$ cat config.mk
export PLATFORM = sky130hd
export DESIGN_NAME = cop_watchdog
export DESIGN_NICKNAME = d
export VERILOG_FILES = /design/src/rtl/cop_wdg_pkg.sv /design/src/rtl/cop_wdg_rst_sync.sv /design/src/rtl/cop_wdg_sleep.sv /design/src/rtl/cop_wdg_cfg.sv /design/src/rtl/cop_wdg_count.sv /design/src/rtl/cop_watchdog.sv
export SDC_FILE = /design/constraint.sdc
export NUM_CORES = 1
export LEC_CHECK = 0
export ABC_AREA = 1
export BUFFER_PORTS_ARGS = -buffer_cell sky130_fd_sc_hd__buf_2
export CAP_MARGIN = 20
export CORE_MARGIN = 2
export CORE_UTILIZATION = 53
export CTS_BUF_LIST = sky130_fd_sc_hd__clkbuf_4
export CTS_CLUSTER_SIZE = 40
export DETAILED_ROUTE_END_ITERATION = 8
export PLACE_DENSITY_LB_ADDON = 0.08
export SLEW_MARGIN = 20
export SYNTH_ARGS = -nofsm -noshare
export SYNTH_HDL_FRONTEND = slang
export SYNTH_SLANG_ARGS = --single-unit
$ cat constraint.sdc
create_clock -name clk -period 0.8 [get_ports clk]
set_clock_uncertainty 0.15 [all_clocks]
set_input_delay 0.12 -clock clk [delete_from_list [all_inputs] [get_ports clk]]
set_output_delay 0.12 -clock clk [all_outputs]
set_load 0.01 [all_outputs]
$ cat src/rtl/cop_wdg_pkg.sv
package cop_wdg_pkg;

  typedef struct packed {
    logic enable;
    logic kill_on_stop;
    logic wake_rearm;
  } wdg_cfg_t;

  localparam wdg_cfg_t CFG_DEFAULT = '{enable: 1'b0, kill_on_stop: 1'b0, wake_rearm: 1'b0};

endpackage

$ cat src/rtl/cop_wdg_rst_sync.sv
module cop_wdg_rst_sync #(
  parameter int STAGES = 2
) (
  input  logic clk,
  input  logic rst_n,
  output logic rst_n_sync
);
  logic [STAGES-1:0] sync_q;

  always_ff @(posedge clk or negedge rst_n) begin
    if (!rst_n) sync_q <= '0;
    else        sync_q <= {sync_q[STAGES-2:0], 1'b1};
  end

  assign rst_n_sync = sync_q[STAGES-1];
endmodule

$ cat src/rtl/cop_wdg_sleep.sv
module cop_wdg_sleep (
  input  logic clk,
  input  logic rst_n,
  input  logic bark,
  input  logic stop_req,
  input  logic wake_irq,
  output logic stop_evt,
  output logic wake_evt
);
  logic asleep_q, asleep_d;

  assign stop_evt = stop_req & ~asleep_q;
  assign wake_evt = wake_irq & asleep_q;

  always_comb begin
    asleep_d = asleep_q;
    if (bark)          asleep_d = 1'b0;
    else if (stop_evt) asleep_d = 1'b1;
    else if (wake_evt) asleep_d = 1'b0;
  end

  always_ff @(posedge clk or negedge rst_n) begin
    if (!rst_n) asleep_q <= 1'b0;
    else        asleep_q <= asleep_d;
  end

  // A wake strobe never finds the core asleep on the following cycle
  assert_wake_leaves_sleep_R8: assert property (@(posedge clk) disable iff (!rst_n)
    (wake_evt && !stop_req) |=> !asleep_q);
endmodule

$ cat src/rtl/cop_wdg_cfg.sv
module cop_wdg_cfg
  import cop_wdg_pkg::*;
(
  input  logic     clk,
  input  logic     rst_n,
  input  logic     bark,
  input  logic     cfg_wr,
  input  wdg_cfg_t cfg_in,
  input  logic     stop_evt,
  input  logic     wake_evt,
  output wdg_cfg_t cfg,
  output logic     load_req
);
  wdg_cfg_t cfg_q, cfg_d;
  logic     kill_hit, rearm_hit, enable_rise;

  assign kill_hit    = stop_evt & cfg_q.kill_on_stop;
  assign rearm_hit   = wake_evt & cfg_q.wake_rearm;
  assign enable_rise = cfg_wr & cfg_in.enable & ~cfg_q.enable;

  always_comb begin
    cfg_d = cfg_q;
    if (bark)           cfg_d = CFG_DEFAULT;
    else if (cfg_wr)    cfg_d = cfg_in;
    else if (kill_hit)  cfg_d.enable = 1'b0;
    else if (rearm_hit) cfg_d.enable = 1'b1;
  end

  assign load_req = ~bark & (enable_rise | (~cfg_wr & (kill_hit | rearm_hit)));

  always_ff @(posedge clk or negedge rst_n) begin
    if (!rst_n) cfg_q <= CFG_DEFAULT;
    else        cfg_q <= cfg_d;
  end

  assign cfg = cfg_q;

  assert_bark_clears_cfg_R5: assert property (@(posedge clk) disable iff (!rst_n)
    bark |=> (cfg_q == CFG_DEFAULT));

  assert_kill_disables_R7: assert property (@(posedge clk) disable iff (!rst_n)
    (stop_evt && cfg_q.kill_on_stop && !cfg_wr && !bark) |=> !cfg_q.enable);

  assert_no_kill_keeps_enable_R6: assert property (@(posedge clk) disable iff (!rst_n)
    (stop_evt && !cfg_q.kill_on_stop && !cfg_wr && !bark && !wake_evt)
      |=> (cfg_q.enable == $past(cfg_q.enable)));

  assert_wake_rearms_R8: assert property (@(posedge clk) disable iff (!rst_n)
    (wake_evt && cfg_q.wake_rearm && !cfg_wr && !bark) |=> cfg_q.enable);

  assert_wake_no_rearm_R9: assert property (@(posedge clk) disable iff (!rst_n)
    (wake_evt && !cfg_q.wake_rearm && !cfg_q.enable && !cfg_wr) |=> !cfg_q.enable);
endmodule

$ cat src/rtl/cop_wdg_count.sv
module cop_wdg_count #(
  parameter int CNT_W    = 8,
  parameter int INIT_VAL = 6
) (
  input  logic clk,
  input  logic rst_n,
  input  logic enable,
  input  logic load_req,
  input  logic service,
  input  logic tick,
  output logic bark
);
  localparam logic [CNT_W-1:0] RELOAD = CNT_W'(INIT_VAL);
  localparam logic [CNT_W-1:0] LAST   = CNT_W'(1);

  logic [CNT_W-1:0] cnt_q, cnt_d;
  logic             bark_q, bark_d;
  logic             cnt_en;

  assign cnt_en = enable & tick & (cnt_q != '0);

  always_comb begin
    cnt_d  = cnt_q;
    bark_d = 1'b0;
    if (bark_q || load_req) begin
      cnt_d = RELOAD;
    end else if (enable && service) begin
      cnt_d = RELOAD;
    end else if (cnt_en) begin
      cnt_d  = cnt_q - LAST;
      bark_d = (cnt_q == LAST);
    end
  end

  always_ff @(posedge clk or negedge rst_n) begin
    if (!rst_n) begin
      cnt_q  <= RELOAD;
      bark_q <= 1'b0;
    end else begin
      cnt_q  <= cnt_d;
      bark_q <= bark_d;
    end
  end

  assign bark = bark_q;

  assert_bark_single_R4: assert property (@(posedge clk) disable iff (!rst_n)
    bark_q |=> !bark_q);

  assert_bark_after_tick_R2: assert property (@(posedge clk) disable iff (!rst_n)
    $rose(bark_q) |-> ($past(tick) && $past(enable) && !$past(service)));

  assert_service_reload_R3: assert property (@(posedge clk) disable iff (!rst_n)
    (enable && service && !bark_q) |=> (cnt_q == RELOAD && !bark_q));

  assert_disabled_hold_R10: assert property (@(posedge clk) disable iff (!rst_n)
    (!enable && !load_req && !bark_q) |=> $stable(cnt_q));
endmodule

$ cat src/rtl/cop_watchdog.sv
module cop_watchdog
  import cop_wdg_pkg::*;
#(
  parameter int CNT_W    = 8,
  parameter int INIT_VAL = 6
) (
  input  logic clk,
  input  logic rst_n,
  input  logic cfg_wr,
  input  logic cfg_enable,
  input  logic cfg_kill_on_stop,
  input  logic cfg_wake_rearm,
  input  logic service,
  input  logic stop_req,
  input  logic wake_irq,
  input  logic tick,
  output logic wdog_reset
);
  logic     rst_n_s;
  logic     bark, stop_evt, wake_evt, load_req;
  wdg_cfg_t cfg_in, cfg;

  assign cfg_in = '{enable: cfg_enable, kill_on_stop: cfg_kill_on_stop, wake_rearm: cfg_wake_rearm};

  cop_wdg_rst_sync #(.STAGES(2)) u_rst (
    .clk(clk), .rst_n(rst_n), .rst_n_sync(rst_n_s)
  );

  cop_wdg_sleep u_sleep (
    .clk(clk), .rst_n(rst_n_s), .bark(bark), .stop_req(stop_req),
    .wake_irq(wake_irq), .stop_evt(stop_evt), .wake_evt(wake_evt)
  );

  cop_wdg_cfg u_cfg (
    .clk(clk), .rst_n(rst_n_s), .bark(bark), .cfg_wr(cfg_wr), .cfg_in(cfg_in),
    .stop_evt(stop_evt), .wake_evt(wake_evt), .cfg(cfg), .load_req(load_req)
  );

  cop_wdg_count #(.CNT_W(CNT_W), .INIT_VAL(INIT_VAL)) u_count (
    .clk(clk), .rst_n(rst_n_s), .enable(cfg.enable), .load_req(load_req),
    .service(service), .tick(tick), .bark(bark)
  );

  assign wdog_reset = bark;

  // A disabled watchdog cannot raise a request on the next cycle
  assert_reset_quiet_R1: assert property (@(posedge clk) disable iff (!rst_n_s)
    (!cfg.enable && !load_req) |=> !wdog_reset);
endmodule

==> impl_metrics.yaml <==
run_status:
  run_status: "finished with violations"
  violations: "negative hold slack, negative setup slack"
synthesis:
  synthesis.nets: 132
  synth_area_leaders: "dfrtp_1, nand2_1, nand3_1, dfstp_2, nor2_1"
  synth-seq-area-share_pct: 42.3
  avgSynthCellArea_um2: 7.51
  synth_top_family_by_area: "simple AND/OR/NAND/NOR gates"
  ys_warn_count: 0
  synth_mux_area_share_pct: 0
  synth_top_cell_by_area: "dfrtp_1"
  async_flop_share_pct: 100
  synth-xor-area-share_pct: 0
  ys.flop_type: "dfrtp_1"
  synth-adder-area-share_pct: 4.20
  ys_types: 22
  ys_ff_latch: 15
  syn-cell-area_um2: 893
  synth_top_area_share_pct: 36.4
  synth_edf_count: 0
  synth_cells: 119
  yosys.area_share.simple_pct: 39.1
  ys_top_cells_by_count: "nand2_1, nor2_1, dfrtp_1, nand3_1, inv_1"
  synth_compound_gate_area_share_pct: 6.44
  synthMostInstantiatedCell: "nand2_1"
timing:
  period_needed_ns: 1.57
  max_freq_ghz: 0.636
  finalCritPeriodShare_pct: 197
  whs_ns: -0.0994
  drv_slew: 0
  hold_viol: 5
  fin_ws_ns: -0.773
  rsz0062_at_grt: "yes"
  setup_violations: 14
setup_path:
  cp-end-kind: "register"
  worstSetupPathType: "register to register"
  path_cells: "inv_2 > ha_4 > inv_2 > nor2_4 > nand2_4 > nand2_8 > nor2_1 > nand2_1 > nand2_1 > nor2_1"
  slowest_stage: "dfstp_2"
  cp.arrival_ns: 1.63
  setup.worst_path.start_class: "register"
  path_delay_family: "flip-flops"
  cp_data_required_time_ns: 0.85
  crit_fanout: 7
  path_buf_inv: 2
  max_stage_delay_ns: 0.55
min_path:
  hold_path.class: "input pin to register"
power_and_ir_drop:
  power_density_mw_per_mm2: 2200
  peakVddDrop_uv: 1680
  p_leak_nw: 0.675
detailed_routing:
  antenna_left: 0
  met2_length_um: 1400
  via_per_inst: 5.53
  top_layer: "met4"
  first_pass_iters: 4
  drt-total-wl_um: 2760
  wl_per_cell_um: 15.5
  via_count: 984
  drt_iter0_drc: 23
  wl_met3_um: 121
  drt-met1-wl_um: 1140
  route.detailed.drc: 0
grt:
  grt_pass1_wl_um: 3820
  grt_use_total_pct: 26.3
  grt_max_degree: 11
  grt_overflow_total: 0
  grt_pass1_vias: 893
  antenna_found_initial: 0
place:
  pre_cts_ws_ns: -0.686
  port_buffers: 10
  place_congestion: 0.895
  dp_hpwl_um: 1540
cts:
  htreeDepth: 1
  cts_sinks: 15
  holdBufCountCts: 1
  root_buffer: "clkbuf_4"
  cts_buffers: 3
  cts_tree: "built"
  cts_max_path_buffers: 2
  path_clk_slew_ns: 0.10
  insertion_delay_ns: 0.30
layout:
  drive_gt1_share_pct: 53.1
  antennaDiodeCount: 0
  fin_nets: 176
  area_delta_synth_final_pct: 50.7
floorplanning:
  die_area_mm2: 0.00203
  dieHeight_um: 45.1
  rows: 14
  start_util_pct: 58.0
  core-area_mm2: 0.00154
  die_w_um: 45.1
  pin_count: 11
flow_run:
  drv_cap: 0
-- final cells by class --
class	instances	area, µm²
Inverter	18	70.1
Clock inverter	1	7.51
Clock buffer	3	22.5
Timing Repair Buffer	39	292
Fill cell	75	195
Multi-Input combinational cell	86	556
Sequential cell	15	379
Tap cell	16	20.0
-- worst reg2reg max path, delay by kind of cell (launching register included) --
| kind | cells | cell delay [ns] |
|---|---|---|
| flip-flops | 1 | 0.55 |
| adder cells (fa/ha/maj) | 1 | 0.15 |
| AND/OR/NAND/NOR | 7 | 0.52 |
| buffers and inverters | 2 | 0.12 |
-- sequential cells by signal (all words and copies together), names as in the netlist --
register / flops
u_cfg.cfg: 3
u_count.cnt_q: 8
u_sleep.asleep_q: 1
u_rst.sync_q: 2
u_count.bark: 1
-- per-stage QoR --
stage / util [%] / power, mW / setup TNS (ns) / std cells / cell area (µm²)
floorplan: - / 1.75 / -5.81 / 119 / 916
global placement: 75.6 / 2.19 / -6.81 / 169 / 1170
detailed placement: 75.6 / 2.23 / -7.03 / 169 / 1170
CTS: 83.2 / 2.78 / -7.54 / 177 / 1280
global route: 87.3 / 3.16 / -8.88 / 178 / 1350
finish: 87.3 / 2.96 / -8.10 / 178 / 1350
-- report_power, final --
group / switching [mW] / leakage (nW) / internal [mW]
Clock: 0.274 / 0.0139 / 0.191
Combinational: 0.837 / 0.474 / 0.652
Sequential: 0.101 / 0.187 / 0.905
-- cell usage in the layout (no fill, tap or decap), types with 2 or more instances in the layout --
master and count:
o21ai_1 3, nand4_1 4, nand2_1 27, inv_2 10
nor2_2 3, nand3_2 6, nand2_2 5, buf_2 9
o21ai_2 3, buf_6 5, dfrtp_1 12, nor2_1 11
nand3_1 8, dfstp_2 2, nor2_4 4, clkbuf_4 3
buf_4 24, inv_1 7
-- cells by family after synthesis --
kind of cell,after synthesis
AOI/OAI and AO/OA,10
adders and majority gates,3
buffers and inverters,18
other,1
DFF,15
and+or+nand+nor,72
-- path summary, 6_finish.rpt --
check / from / to / slack, ns / cells after the start
setup / recovery: u_count.cnt_q[1]$_DFFE_PN1P_ / u_count.cnt_q[3]$_DFFE_PN0P_ / -0.77 / 10
setup reg to reg: u_count.cnt_q[1]$_DFFE_PN1P_ / u_count.cnt_q[3]$_DFFE_PN0P_ / -0.77 / 10
max in group asynchronous: u_rst.sync_q[1]$_DFF_PN0_ / u_count.bark$_DFF_PN0_ / 0.30 / 1
min in group asynchronous: rst_n / u_rst.sync_q[0]$_DFF_PN0_ / -0.02 / 2
hold reg to reg: u_rst.sync_q[1]$_DFF_PN0_ / u_count.cnt_q[0]$_DFFE_PN0P_ / 0.01 / 1
hold / removal: cfg_wake_rearm / u_cfg.cfg[0]$_DFFE_PN0P_ / -0.1 / 3
-- per-layer routing --
| layer | up-vias | track usage (%) |
|---|---|---|
| met5 | - | 0 |
| met4 | 0 | 5.88 |
| met3 | 12 | 7.20 |
| met2 | 31 | 46.0 |
| met1 | 479 | 32.2 |
| li1 | 462 | - |
-- repair_timing --
item                                   in CTS  in global routing
pin swaps                                   4                  4
endpoints found under the hold margin       5                  5
setup buffers                               4                  2
gates resized for setup                    12                 15
setup endpoints to repair                  14                 14
Power figures use the tool's default switching activity.
